==> config.mk <==
export PLATFORM = sky130hd
export DESIGN_NAME = cfgrb_top
export DESIGN_NICKNAME = d
export VERILOG_FILES = /design/src/rtl/cfgrb_pkg.sv /design/src/rtl/cfgrb_edge.sv /design/src/rtl/cfgrb_shift_in.sv /design/src/rtl/cfgrb_readback.sv /design/src/rtl/cfgrb_top.sv
export SDC_FILE = /design/constraint.sdc
export NUM_CORES = 1
export LEC_CHECK = 0
export ABC_CLOCK_PERIOD_IN_PS = 2470
export BUFFER_PORTS_ARGS = -buffer_cell sky130_fd_sc_hd__buf_2
export CAP_MARGIN = 40
export CORE_ASPECT_RATIO = 1.1
export CORE_MARGIN = 1.5
export CORE_UTILIZATION = 60
export CTS_CLUSTER_DIAMETER = 100
export DETAILED_ROUTE_END_ITERATION = 16
export PLACE_DENSITY = 0.79
export SETUP_SLACK_MARGIN = 0.02
export SKIP_LAST_GASP = 1
export SYNTH_ARGS = -nofsm -noshare
export SYNTH_HDL_FRONTEND = slang
export SYNTH_SLANG_ARGS = --single-unit
==> constraint.sdc <==
create_clock -name clk -period 2.47 [get_ports clk]
set_input_delay 0.247 -clock clk [delete_from_list [all_inputs] [get_ports clk]]
set_output_delay 0.247 -clock clk [all_outputs]
set_load 0.02 [all_outputs]
==> src/rtl/cfgrb_pkg.sv <==
package cfgrb_pkg;
  localparam int CFG_W        = 12;
  localparam int REV_W        = 4;
  localparam int HDR_W        = CFG_W + REV_W;
  localparam int PAT_W_WIDE   = 72;
  localparam int PAT_W_NARROW = 56;
  localparam int SEQ_WIDE     = 320;
  localparam int SEQ_NARROW   = 256;
  localparam int IDX_W        = $clog2(SEQ_WIDE + 1);

  localparam logic [PAT_W_WIDE-1:0] TEST_PATTERN = 72'h30F066012480F69055;
  localparam logic [CFG_W-1:0]      CFG_DEFAULT  = 12'hF00;
  localparam logic [CFG_W-1:0]      CFG_RSV_MASK = 12'h03E;

  typedef logic [CFG_W-1:0]                cfg_word_t;
  typedef logic [$clog2(CFG_W)-1:0]        cfg_sel_t;
  typedef logic [$clog2(REV_W)-1:0]        rev_sel_t;
  typedef logic [$clog2(PAT_W_WIDE)-1:0]   pat_sel_t;
  typedef logic [IDX_W-1:0]                idx_t;

  typedef struct packed {
    logic [2:0] range_sel;
    logic       wide_fmt;
    logic       high_speed;
    logic       div4;
    logic       test_en;
  } cfg_fields_t;

  // Field positions are fixed: other blocks decode them.
  function automatic cfg_fields_t decode_cfg(input cfg_word_t w);
    cfg_fields_t f;
    f.range_sel  = w[11:9];
    f.wide_fmt   = w[8];
    f.high_speed = w[7];
    f.div4       = w[6];
    f.test_en    = w[0];
    return f;
  endfunction

  function automatic cfg_word_t sanitize(input cfg_word_t w);
    return w & ~CFG_RSV_MASK;
  endfunction

  function automatic idx_t frame_len(input logic wide);
    return wide ? idx_t'(SEQ_WIDE) : idx_t'(SEQ_NARROW);
  endfunction

  // Bit k of one readback frame: word, revision, zero padding, tail pattern.
  function automatic logic rb_bit(input cfg_word_t w, input logic [REV_W-1:0] rev,
                                  input logic wide, input idx_t k);
    int kk;
    int plen;
    int pad_end;
    kk      = int'(k);
    plen    = wide ? PAT_W_WIDE : PAT_W_NARROW;
    pad_end = (wide ? SEQ_WIDE : SEQ_NARROW) - plen;
    if (kk < CFG_W)   return w[cfg_sel_t'(CFG_W - 1 - kk)];
    if (kk < HDR_W)   return rev[rev_sel_t'(HDR_W - 1 - kk)];
    if (kk < pad_end) return 1'b0;
    return TEST_PATTERN[pat_sel_t'(PAT_W_WIDE - 1 - (kk - pad_end))];
  endfunction
endpackage

==> src/rtl/cfgrb_edge.sv <==
module cfgrb_edge #(
  parameter int N = 3
) (
  input  logic         clk,
  input  logic         rst_n,
  input  logic [N-1:0] pins,
  output logic [N-1:0] rise,
  output logic [N-1:0] fall
);
  logic [N-1:0] prev;

  always_ff @(posedge clk or negedge rst_n) begin
    if (!rst_n) prev <= '0;
    else        prev <= pins;
  end

  assign rise = pins & ~prev;
  assign fall = ~pins & prev;
endmodule

==> src/rtl/cfgrb_shift_in.sv <==
module cfgrb_shift_in
  import cfgrb_pkg::*;
(
  input  logic      clk,
  input  logic      rst_n,
  input  logic      take,
  input  logic      bit_in,
  output logic      word_done,
  output cfg_word_t word
);
  localparam int CNT_W = $clog2(CFG_W);

  logic [CNT_W-1:0] cnt;
  cfg_word_t        sh;

  assign word      = {sh[CFG_W-2:0], bit_in};
  assign word_done = take && (cnt == CNT_W'(CFG_W - 1));

  always_ff @(posedge clk or negedge rst_n) begin
    if (!rst_n) begin
      cnt <= '0;
      sh  <= '0;
    end else if (take) begin
      sh  <= word;
      cnt <= word_done ? '0 : cnt + CNT_W'(1);
    end
  end
endmodule

==> src/rtl/cfgrb_readback.sv <==
module cfgrb_readback
  import cfgrb_pkg::*;
#(
  parameter logic [REV_W-1:0] REV_ID  = 4'h1,
  parameter int               REPEATS = 2
) (
  input  logic      clk,
  input  logic      rst_n,
  input  logic      stop,
  input  logic      restart,
  input  logic      step,
  input  cfg_word_t cfg,
  output logic      dout
);
  localparam int REP_W = $clog2(REPEATS + 1);

  logic             armed;
  idx_t             idx;
  logic [REP_W-1:0] rep;
  logic             wide;
  idx_t             last_idx;
  logic             stream_end;

  assign wide       = decode_cfg(cfg).wide_fmt;
  assign last_idx   = idx_t'(frame_len(wide) - idx_t'(1));
  assign stream_end = (rep == REP_W'(REPEATS));

  always_ff @(posedge clk or negedge rst_n) begin
    if (!rst_n) begin
      armed <= 1'b0;
      idx   <= '0;
      rep   <= '0;
      dout  <= 1'b0;
    end else if (stop) begin
      armed <= 1'b0;
      idx   <= '0;
      rep   <= '0;
      dout  <= 1'b0;
    end else if (restart) begin
      armed <= 1'b1;
      idx   <= '0;
      rep   <= '0;
      dout  <= 1'b0;
    end else if (step && armed) begin
      if (stream_end) begin
        dout <= 1'b0;
      end else begin
        dout <= rb_bit(cfg, REV_ID, wide, idx);
        if (idx == last_idx) begin
          idx <= '0;
          rep <= rep + REP_W'(1);
        end else begin
          idx <= idx + idx_t'(1);
        end
      end
    end
  end
endmodule

==> src/rtl/cfgrb_top.sv <==
module cfgrb_top
  import cfgrb_pkg::*;
#(
  parameter logic [REV_W-1:0] REV_ID  = 4'h1,
  parameter int               REPEATS = 2
) (
  input  logic       clk,
  input  logic       rst_n,
  input  logic       cfg_sclk,
  input  logic       cfg_sdata,
  input  logic       conv,
  input  logic       dclk,
  output logic [2:0] range_sel,
  output logic       wide_fmt,
  output logic       high_speed,
  output logic       clk_div4,
  output logic       test_en,
  output logic       rb_dout
);
  logic [2:0]  pin_rise;
  logic [2:0]  pin_fall;
  logic        conv_rise;
  logic        dclk_rise;
  logic        cfg_fall;
  logic        cfg_mode;
  logic        cfg_take;
  logic        rb_step;
  logic        word_done;
  cfg_word_t   word_in;
  cfg_word_t   cfg_q;
  cfg_fields_t fields;

  cfgrb_edge #(.N(3)) u_edge (
    .clk   (clk),
    .rst_n (rst_n),
    .pins  ({conv, dclk, cfg_sclk}),
    .rise  (pin_rise),
    .fall  (pin_fall)
  );

  assign conv_rise = pin_rise[2];
  assign dclk_rise = pin_rise[1];
  assign cfg_fall  = pin_fall[0];
  assign cfg_take  = cfg_fall  && cfg_mode && !conv_rise;
  assign rb_step   = dclk_rise && cfg_mode && !conv_rise;

  always_ff @(posedge clk or negedge rst_n) begin
    if (!rst_n)         cfg_mode <= 1'b1;
    else if (conv_rise) cfg_mode <= 1'b0;
  end

  cfgrb_shift_in u_shift (
    .clk       (clk),
    .rst_n     (rst_n),
    .take      (cfg_take),
    .bit_in    (cfg_sdata),
    .word_done (word_done),
    .word      (word_in)
  );

  always_ff @(posedge clk or negedge rst_n) begin
    if (!rst_n)         cfg_q <= CFG_DEFAULT;
    else if (word_done) cfg_q <= sanitize(word_in);
  end

  cfgrb_readback #(.REV_ID(REV_ID), .REPEATS(REPEATS)) u_rb (
    .clk     (clk),
    .rst_n   (rst_n),
    .stop    (conv_rise),
    .restart (word_done),
    .step    (rb_step),
    .cfg     (cfg_q),
    .dout    (rb_dout)
  );

  assign fields     = decode_cfg(cfg_q);
  assign range_sel  = fields.range_sel;
  assign wide_fmt   = fields.wide_fmt;
  assign high_speed = fields.high_speed;
  assign clk_div4   = fields.div4;
  assign test_en    = fields.test_en;
endmodule

Word-level counts from Yosys, hierarchy flattened
Memories as Yosys holds them, arrays and structs flattened.
Index checks and enable logic that the tools add are counted.

cells by class
  reduce and logical (&&, ||, !) cells = 12
  add/subtract/negate cells = 9
  bitwise logic cells = 4
  divide/modulo/power cells = 0
  eq/ne operators = 4
  magnitude comparators = 6
  muxes and demuxes = 49
  shifts and indexed selects = 0
  multipliers = 0

operator list
  kind                                                                   count
  9-bit two-way mux                                                      5
  1-bit two-way mux                                                      33
  10-bit by 32-bit < comparator with 1-bit output                        1
  7-bit two-way mux                                                      3
  2-bit two-way mux                                                      5
  9-bit by 7-bit subtractor with 10-bit output                           1
  9-bit by 1-bit adder with 9-bit output (second input constant)         1
  9-bit == test                                                          1
  9-bit by 4-bit < comparator with 1-bit output (second input constant)  1
  9-bit by 5-bit < comparator with 1-bit output (second input constant)  1
  9-bit by 1-bit subtractor with 9-bit output (second input constant)    1
  7-bit by 8-bit < comparator with 1-bit output (second input constant)  1
  7-bit subtractor                                                       1
  7-bit subtractor (first input constant)                                1
  1-bit logical AND                                                      6
  3-bit nonzero test                                                     2
  4-bit by 5-bit < comparator with 1-bit output (second input constant)  1
  4-bit by 1-bit adder with 4-bit output (second input constant)         1
  1-bit binary-select mux with 4-bit select                              1
  4-bit == test (second input constant)                                  1
  4-bit two-way mux                                                      1
  4-bit subtractor (first input constant)                                1
  3-bit bitwise AND                                                      1
  2-bit by 3-bit < comparator with 1-bit output (second input constant)  1
  other kinds (12)                                                       12

word-level totals
  output and inout bits = 8
  bits in registers = 39
  bits in read-only memories = 128
  input bits = 6
  RAM bits = 0
  memories = 1
  logic and storage cells = 94
  bits in latches = 0

memories
  name             depth  width  read ports  clocked after memory_dff  write ports  line             text
  (no name shown)  128    1      1           0                         0            cfgrb_pkg.sv:60  return TEST_PATTERN[pat_sel_t'(PAT_W_WIDE - 1 - (kk - pad_end))];

Longest topological paths before layout
Gate-level depths: netlist of run 1.

  depth after elaboration = 26
  mapped depth = 10
  mapped depth without buffers = 9

Modules after synthesis
From an unflattened synthesis of run 1, not the netlist that was laid out.

unflattened totals
  cells, all modules = 195
  area total of the unflattened synthesis = 2259.7 sq um

by module, submodules not included
  module          area an instance (sq um)  sequential area each (sq um)  cells each  times used
  cfgrb_readback  1109.8                    325.3                         121         1
  cfgrb_shift_in  671.9                     375.4                         45          1
  cfgrb_top       350.3                     206.4                         20          1
  cfgrb_edge      127.6                     75.1                          9           1

Least setup slack after synthesis of run 1
No wires, ideal clock.

  path kind = flip-flop to flip-flop
  start = register cfg_q[8]
  end = register u_rb.dout
  required time = 2404 ps
  cell stages (with the launch flop) = 10
  period minus slack after synthesis = 2252 ps
  slack = 218 ps
  setup time = 66 ps
  path buffers = 0
  arrival time = 2185 ps
  cells stage by stage = dfstp_2 -> inv_1 -> ha_1 -> xor2_1 -> ha_1 -> o21ba_2 -> o22ai_1 -> a21oi_1 -> o211ai_2 -> and3_1

between the ends
  longest elaborated chain between the ends = 17
  elaborated cells on any way between the ends = 27
  classes of those cells = 3 x add/sub; 1 x order compare; 22 x mux; 1 x memory

ends and longest elaborated chain
  what                                                                                                   line                  text
  start, declared                                                                                        cfgrb_top.sv:30       cfg_word_t cfg_q;
  start signal, assigned                                                                                 cfgrb_top.sv:63       else if (word_done) cfg_q <= sanitize(word_in);
  parallel branches: the longest is 12 deep, another holds 9-bit by 7-bit subtractor with 10-bit output  --
  1-bit two-way mux *                                                                                    cfgrb_pkg.sv:58       if (kk < HDR_W) return rev[rev_sel_t'(HDR_W - 1 - kk)];
  1-bit two-way mux *                                                                                    cfgrb_readback.sv:45  if (stream_end) begin
  1-bit two-way mux *                                                                                    cfgrb_readback.sv:44  end else if (step && armed) begin
  1-bit two-way mux *                                                                                    cfgrb_readback.sv:39  end else if (restart) begin
  1-bit two-way mux *                                                                                    cfgrb_readback.sv:34  end else if (stop) begin
  end signal, assigned                                                                                   cfgrb_readback.sv:48  dout <= rb_bit(cfg, REV_ID, wide, idx);
  end, declared                                                                                          cfgrb_readback.sv:13  output logic dout

Mark *: on every way between the ends. The select of a mux whose other input is x is not followed.
A chain may end at the register's enable or synchronous reset.

Worst setup path after layout of run 1
Ends and elaborated chain as after synthesis.

==> run_results.csv, run 1 <==
group,metric,value,unit
drt,drcViolationCount,0,
clock_network,post_cts_resized,0,
run_status,failed_checks,"hold timing",
final_layout,n_antenna_cell,0,
timing,slew_viol_final,0,
clock_network,cts_inserted_buffers,5,
clock_network,ctsHoldBuffers,0,
floorplan,std_cell_rows,22,
power_and_ir_drop,power_density,435,nW/um^2
clock_network,cts.path.max_buffers,2,
drt,drt_first_pass_iters,4,
setup_path,slowest_delay,0.60,ns
placed_design,dp.cells,243,
final_layout,final_cell_count_no_fill,254,
timing,tightest_slew,0.813,ns
final_layout,final_nets,224,
drt,wirelength,3870,um
clock_network,cts_tree,"done",
timing,layout_min_cycle_time,2.33,ns
synthesis,yosys_register_bits,39,
setup_path,r2r-start,"cfg_q[8]",
timing,tns,0,ns
synthesis,synth_edf_count,0,
synthesis,netlist_instances,186,
setup_path,crit_type,"reg2reg",
global_routing,grt_pass1_vias,1448,
setup_path,cp-startpoint,"cfg_q[8]",
timing,finalHoldViolCount,3,
clock_network,cts_root_buffer,"clkbuf_4",
run_status,status,"complete, but fails checks",
drt,first_iter_violations,79,
final_layout,syn2layout_area_growth,8.05,%
timing,holdWs,-0.00523,ns
synthesis,syn_avg_cell_area,11.4,um^2
clock_network,htree_levels,2,
synthesis,synth_warnings,0,
floorplan,dieArea,3910,um^2
global_routing,grt_max_degree,40,
global_routing,overflow,0,
floorplan,die_y,65.5,um
setup_path,r2r-end,"u_rb.dout",
timing,rsz0062_at_grt,"no",
setup_path,critPathSlowestCell,"dfstp_2",
timing,max_freq,0.430,GHz
setup_path,crit_required,2.75,ns
setup_path,crit_end,"u_rb.dout",
clock_network,cts_sinks,39,
min_path,hold_path_class,"in2async",
synthesis,synth.distinct_cells,53,
synthesis,synth_seq_area_share,46.1,%
global_routing,grt_pass1_wl,6570,um
global_routing,antenna_found_initial,0,
global_routing,track_usage,22.3,%
placed_design,gp_congestion,0.867,
power_and_ir_drop,power.total,1.00,mW
setup_path,cp_cell_sequence,"inv_1 > ha_1 > xor2_1 > ha_1 > a21oi_1 > xnor2_1 > o2111ai_1 > a31oi_1 > and3_1",
timing,relSlewSlack,45.8,%
clock_network,clkTransAtPathRegs,0.11,ns
setup_path,rrSetupSlack,0.14,ns
setup_path,crit_path_end_kind,"register",
synthesis,async_flop_share,100,%
setup_path,critical_path.max_fanout,6,
power_and_ir_drop,power_leakage,1.10,nW
setup_path,r2r.worst_path.cells,9,
final_layout,drive_above_1_share,25.2,%
floorplan,initial_utilization,63.4,%
floorplan,io_pins,14,
final_layout,final_cell_mix,"dfrtp_1, mux2_2, ha_1, buf_2, nor2_1",
timing,setup_viol,0,
setup_path,crit_arrival,2.60,ns
floorplan,fp.dieW,59.8,um
drt,via_count,1474,
synthesis,synthesis.nets,205,
placed_design,port_buffers,13,
setup_path,cpMostUsedCell,"ha_1",
drt,routed_via_density,5.80,
final_layout,fillCellCount,272,
placed_design,dp_hpwl,2790,um
synthesis,synth_ff_type,"dfrtp_1",
timing,fin_crit_sh,94.2,%
floorplan,coreArea,3360,um^2
power_and_ir_drop,irDropWorstVdd,0.000432,V
clock_network,clock_latency,0.33,ns
flow_run,cap_violations,0,
final_layout,utilization,68.5,%
final_layout,final_common_cell,"dfrtp_1",
drt,routedWlPerCell,15.2,um
setup_path,startpoint_type,"register",
timing,skew,0.00851,ns
synthesis,synth_area,2130,um^2
drt,postRouteAntennaNets,0,
## worst max-delay path, delay by kind of cell (launching register included)
family,cells,cell delay [ns]
buf+inv,1,0.08
compound gates,3,0.50
flops,1,0.60
fa+ha+maj,2,0.53
xor+xnor,2,0.37
simple gates,1,0.18
## power breakdown
group,switching [mW],internal (mW),leakage (nW),total (mW)
clock network,0.193,0.138,0.0353,0.331
registers,0.000669,0.641,0.520,0.642
logic,0.0207,0.00736,0.550,0.0281
## cell usage after synthesis (all sizes together) (4+ instances only)
master	number	area share, %
dfrtp	34	40
mux2	21	11
ha	13	7.6
nor2	12	2.2
a21oi	10	2.4
inv	9	1.6
o21ai	8	1.9
nand2	7	1.2
buf	5	2.1
dfstp	5	6.2
nand3	4	0.94
nor3	4	0.94
xnor2	4	1.6
## logic make-up (layout without fill, tap and decap cells)
family,count (synthesis),in the layout,share of synthesized area (%)
mux,23,23,12.6
flops,39,39,46.1
xor+xnor,7,7,2.88
simple gates,52,52,14.6
compound gates,38,38,12.5
buf+inv,14,34,3.64
fa+ha+maj,13,13,7.64
## worst min path at each step
| stage | endpoint | cells after the start |
|---|---|---|
| after floorplan | cfg_q[0] | 0 |
| final | u_shift.cnt[3] | 1 |
| after detailed placement | u_edge.prev[1] | 1 |
| after CTS | u_rb.idx[3] | 1 |
| after global placement | u_edge.prev[0] | 1 |
| after global routing | u_edge.prev[0] | 1 |
## per-layer routing
metal / GRT usage, % / part of all wire, % / vias up
met2: 37.0 / 52 / 18
li1: - / - / 708
met1: 28.8 / 44 / 741
met4: 6.39 / 1.4 / 0
met3: 5.31 / 2.3 / 7
met5: 0 / 0 / -
## cell type report
type	instances	area [um^2]	share of cell area (%)
Sequential cell	39	982	42.7
Clock buffer	7	55.1	2.39
Timing Repair Buffer	17	95.1	4.13
Multi-Input combinational cell	133	1070	46.5
Inverter	9	33.8	1.47
Tap cell	48	60.1	2.61
Clock inverter	1	5.00	0.218
## through the flow
step | area [um^2] | worst slack [ns]
after global placement | 2220 | 0.242
after floorplan | 2130 | 0.218
after CTS | 2280 | 0.146
after global routing | 2300 | 0.0348
after detailed placement | 2220 | 0.161
final | 2300 | 0.143
## what timing repair did
| action | 4_1_cts | 5_1_grt |
|---|---|---|
| endpoints found under the setup margin | 0 | 1 |
| buffers inserted | 0 | 3 |
| hold endpoints to repair | 0 | 0 |
## sequential cells by signal, indices dropped and copies added (netlist names)
name         flops
u_shift.sh      11
u_rb.idx         9
cfg_q            7
u_shift.cnt      4
u_edge.prev      3
u_rb.rep         2
cfg_mode         1
u_rb.armed       1
u_rb.dout        1
(Power assumes the default switching activity.)
==> run 2, diff against run 1 <==
- PLACE_DENSITY: 0.79 -> 0.89
==> run_results.csv, run 2 (same netlist as run 1, synthesis figures left out) <==
group,metric,value,unit
run_status,status,"finished clean",
clock_network,cts_root_buffer,"clkbuf_4",
drt,routedWlPerCell,16.1,um
global_routing,track_usage,22.8,%
power_and_ir_drop,power.total,1.08,mW
floorplan,dieArea,3910,um^2
timing,skew,0.00654,ns
setup_path,crit_required,2.74,ns
setup_path,startpoint_type,"register",
clock_network,ctsHoldBuffers,0,
placed_design,pre_cts_ws,0.130,ns
timing,tns,0,ns
clock_network,cts_sinks,39,
final_layout,largest_reg_flops,11,
clock_network,post_cts_resized,0,
power_and_ir_drop,power_leakage,1.10,nW
final_layout,final_common_cell,"dfrtp_1",
setup_path,critPathSlowestCell,"dfstp_2",
timing,relSlewSlack,44.7,%
clock_network,htree_levels,2,
clock_network,cts_inserted_buffers,5,
clock_network,cts_tree,"done",
final_layout,seq_area,982,um^2
timing,max_freq,0.420,GHz
timing,tightest_slew,0.830,ns
floorplan,io_pins,14,
floorplan,std_cell_rows,22,
drt,postRouteAntennaNets,0,
timing,fin_crit_sh,96.5,%
final_layout,regMostFlops,"u_shift.sh",
setup_path,critical_path.max_fanout,6,
final_layout,syn2layout_area_growth,8.58,%
setup_path,crit_type,"reg2reg",
clock_network,cts_setup_buffers,0,
final_layout,stdcell_area,2310,um^2
placed_design,gp_congestion,0.940,
clock_network,clock_latency,0.33,ns
final_layout,reg.largest.list,"u_shift.sh (11), u_rb.idx (9), cfg_q (7)",
final_layout,n_antenna_cell,0,
timing,slew_viol_final,0,
setup_path,cp_cell_sequence,"inv_1 > ha_1 > xor2_1 > ha_1 > a21oi_1 > xnor2_1 > o2111ai_1 > a31oi_1 > and3_1",
floorplan,die_y,65.5,um
final_layout,multiInputGateArea,1070,um^2
global_routing,grt_pass1_wl,6730,um
placed_design,postPlaceCellArea,2220,um^2
flow_run,cap_violations,0,
floorplan,initial_utilization,63.4,%
final_layout,final_cell_count_no_fill,253,
global_routing,grt_pass1_vias,1458,
final_layout,fillCellCount,251,
final_layout,final_cell_mix,"dfrtp_1, mux2_2, ha_1, buf_2, nor2_1",
drt,via_count,1505,
timing,layout_min_cycle_time,2.38,ns
floorplan,fp.dieW,59.8,um
power_and_ir_drop,power_density,469,nW/um^2
setup_path,slowest_delay,0.60,ns
global_routing,antenna_found_initial,0,
final_layout,final_nets,223,
clock_network,cts.path.max_buffers,2,
timing,rsz0062_at_grt,"no",
final_layout,drive_above_1_share,24.9,%
placed_design,port_buffers,13,
drt,wirelength,4060,um
global_routing,grt_max_degree,40,
timing,finalHoldViolCount,0,
setup_path,cpMostUsedCell,"ha_1",
drt,drcViolationCount,0,
drt,routed_via_density,5.95,
global_routing,overflow,0,
placed_design,dp.cells,243,
timing,setup_viol,0,
power_and_ir_drop,irDropWorstVdd,0.000330,V
clock_network,clkTransAtPathRegs,0.11,ns
setup_path,crit_path_end_kind,"register",
min_path,hold_path_class,"in2async",
drt,first_iter_violations,98,
floorplan,coreArea,3360,um^2
timing,fin_ws,0.0874,ns
drt,drt_first_pass_iters,4,
placed_design,dp_hpwl,2920,um
setup_path,crit_arrival,2.66,ns
## run 2: cell count changes in the layout (fill, tap and decap cells not counted)
| cell | change |
|---|---|
| clkinv_2 | -1 |
| clkbuf_8 | -1 |
| clkinvlp_4 | +1 |
| buf_4 | -1 |
| bufinv_16 | +1 |
## run 2: worst paths after layout
check	cells after the start	to	slack (ns)	start
setup / recovery	9	u_rb.dout	0.09	cfg_q[8]
hold / removal	1	u_rb.idx[4]	0.005	rst_n
setup reg to reg	9	u_rb.dout	0.09	cfg_q[8]
hold reg to reg	1	u_shift.sh[2]	0.51	u_shift.sh[1]
max in group asynchronous	1	u_rb.idx[5]	1.95	rst_n
min in group clk	1	u_edge.prev[1]	0.02	dclk
## run 2: report_power, final
group          leakage [nW]  total (mW)  internal [mW]  switching [mW]
Combinational         0.544      0.0281        0.00735          0.0208
Clock                0.0385       0.414          0.214           0.200
Sequential            0.520       0.642          0.641        0.000709
## run 2: routing by layer
| metal | wire [um] | GRT usage, % | share of wire [%] | vias to the layer above |
|---|---|---|---|---|
| met2 | 2090 | 38.3 | 51 | 59 |
| met5 | 0 | 0 | 0 | - |
| met4 | 85 | 8.06 | 2.1 | 0 |
| met3 | 196 | 3.74 | 4.8 | 12 |
| met1 | 1700 | 29.3 | 42 | 725 |
| li1 | - | - | - | 709 |
## run 2: layout make-up
cell class / instances / share of cell area (%)
tap: 48 / 2.60
sequential: 39 / 42.5
clock buffer: 6 / 1.79
inverter: 9 / 1.46
multi-input combinational: 133 / 46.2
clock inverter: 2 / 1.62
timing repair buffer: 16 / 3.79
## run 2: metrics by stage
stage | hold slack, ns | utilization (%)
3_3_place_gp | 0.367 | 66.0
4_1_cts | 0.0112 | 68.4
5_1_grt | 0.00601 | 68.8
3_5_place_dp | 0.370 | 66.0
2_1_floorplan | -0.0486 | -
6_report | 0.00459 | 68.8
## run 2: worst max-delay path, delay by kind of cell (launching register included)
family,cells,cell delay (ns)
buffers and inverters,1,0.08
AND/OR/NAND/NOR,1,0.19
XOR/XNOR,2,0.36
AO/OA/AOI/OAI,3,0.56
flip-flops,1,0.60
adder cells (fa/ha/maj),2,0.53
==> run 3, diff against run 2 <==
- CORE_UTILIZATION: 60 -> 62
- CTS_BUF_LIST: not set -> sky130_fd_sc_hd__clkbuf_8
- PLACE_DENSITY: 0.89 -> 0.91
==> run_results.csv, run 3 (same netlist as run 1, synthesis figures left out) <==
group,metric,value,unit
timing,skew,0.00655,ns
setup_path,crit_required,2.70,ns
global_routing,overflow,0,
clock_network,cts_inserted_buffers,5,
placed_design,dp_hpwl,2740,um
clock_network,ctsHoldBuffers,0,
setup_path,slowest_delay,0.60,ns
clock_network,cts.path.max_buffers,2,
global_routing,antenna_found_initial,0,
power_and_ir_drop,power_density,478,nW/um^2
final_layout,final_common_cell,"dfrtp_1",
drt,drt_first_pass_iters,4,
drt,routed_via_density,6.18,
setup_path,crit_type,"reg2reg",
timing,holdWs,0.0613,ns
timing,relSlewSlack,43.8,%
clock_network,clock_latency,0.29,ns
timing,layout_min_cycle_time,2.33,ns
final_layout,syn2layout_area_growth,7.64,%
placed_design,port_buffers,13,
clock_network,cts_setup_buffers,0,
final_layout,n_antenna_cell,0,
setup_path,cp_cell_sequence,"inv_1 > ha_1 > xor2_1 > ha_1 > o21ba_2 > o22ai_1 > a21oi_1 > o211ai_2 > and3_1",
min_path,hold_path_class,"in2async",
clock_network,cts_sinks,39,
timing,finalHoldViolCount,0,
flow_run,cap_violations,0,
clock_network,post_cts_resized,0,
timing,fin_crit_sh,94.4,%
timing,slew_viol_final,0,
floorplan,std_cell_rows,22,
drt,postRouteAntennaNets,0,
final_layout,drive_above_1_share,24.6,%
global_routing,grt_pass1_vias,1406,
drt,drcViolationCount,0,
setup_path,cpMostUsedCell,"ha_1",
final_layout,largest_reg_flops,11,
drt,first_iter_violations,46,
timing,rsz0062_at_grt,"no",
floorplan,die_y,64.5,um
setup_path,crit_arrival,2.56,ns
drt,wirelength,3860,um
power_and_ir_drop,power_leakage,1.09,nW
timing,setup_viol,0,
floorplan,dieArea,3790,um^2
global_routing,grt_pass1_wl,6450,um
power_and_ir_drop,irDropWorstVdd,0.000467,V
setup_path,r2r.worst_path.cells,9,
timing,tightest_slew,0.844,ns
setup_path,crit_path_end_kind,"register",
setup_path,critical_path.max_fanout,8,
setup_path,r2r-end,"u_rb.dout",
setup_path,critPathSlowestCell,"dfstp_2",
floorplan,io_pins,14,
floorplan,coreArea,3300,um^2
final_layout,final_cell_mix,"dfrtp_1, mux2_2, ha_1, buf_2, nor2_1",
final_layout,fillCellCount,234,
placed_design,gp_congestion,0.843,
final_layout,reg.largest.list,"u_shift.sh (11), u_rb.idx (9), cfg_q (7)",
clock_network,cts_tree,"done",
clock_network,htree_levels,2,
setup_path,rrSetupSlack,0.14,ns
setup_path,r2r-start,"cfg_q[8]",
clock_network,clkTransAtPathRegs,0.08,ns
timing,tns,0,ns
timing,max_freq,0.429,GHz
drt,via_count,1477,
final_layout,regMostFlops,"u_shift.sh",
floorplan,fp.dieW,58.9,um
clock_network,cts_root_buffer,"clkbuf_8",
floorplan,initial_utilization,64.4,%
global_routing,track_usage,22.8,%
final_layout,final_nets,221,
setup_path,startpoint_type,"register",
drt,routedWlPerCell,16.1,um
global_routing,grt_max_degree,40,
run_status,status,"finished clean",
-- run 3: changes by cell type in the layout (fill, tap and decap cells not counted) --
cell and delta:
clkinvlp_4 +1, clkbuf_8 +5, buf_4 -2, bufinv_16 -1, clkbuf_1 -1, clkinv_2 +1, clkbuf_4 -5
-- run 3: how the worst max path moves through the flow --
stage,cells after the start,slack (ns),end,from
final,9,0.14,u_rb.dout,cfg_q[8]
after global routing,9,0.05,u_rb.dout,cfg_q[8]
after CTS,9,0.13,u_rb.dout,cfg_q[8]
after detailed placement,9,0.15,u_rb.dout,cfg_q[8]
after global placement,9,0.24,u_rb.dout,cfg_q[8]
after floorplan,9,0.22,u_rb.dout,cfg_q[8]
-- run 3: layer usage --
metal	vias to the layer above	wire length [um]	GRT usage, %
met1	735	1700	29.8
met4	0	100	11.1
li1	708	-	-
met5	-	0	0
met2	25	1960	36.7
met3	9	100	3.79
-- run 3: report_power, final --
group | switching [mW] | internal [mW] | total [mW]
registers | 0.00102 | 0.641 | 0.642
logic | 0.0214 | 0.00736 | 0.0287
clock network | 0.228 | 0.196 | 0.424
total | 0.250 | 0.844 | 1.09
-- run 3: area by class of cell --
| cell class | instances | area, um^2 | area share [%] |
|---|---|---|---|
| clock inverters | 3 | 20.0 | 0.874 |
| multi-input cells | 133 | 1070 | 46.6 |
| well taps | 36 | 45.0 | 1.97 |
| repair buffers | 14 | 72.6 | 3.17 |
| inverters | 9 | 33.8 | 1.47 |
| clock buffers | 5 | 68.8 | 3.00 |
| flip-flops and latches | 39 | 982 | 42.9 |
-- run 3: worst max-delay path, delay by kind of cell, from the launching register on --
kind	cells	cell delay (ns)
AO/OA/AOI/OAI	4	0.58
XOR/XNOR	1	0.18
adder cells (fa/ha/maj)	2	0.67
buffers and inverters	1	0.08
flip-flops	1	0.60
AND/OR/NAND/NOR	1	0.17
-- run 3: stage by stage --
step,instances,instance area (um^2),setup slack (ns),util (%),total power [mW]
final,239,2290,0.138,69.4,1.09
after global routing,239,2290,0.0520,69.4,1.13
after CTS,239,2290,0.131,69.4,1.11
after detailed placement,231,2200,0.150,66.7,0.683
after global placement,231,2200,0.238,66.7,0.682
after floorplan,186,2130,0.218,-,0.664
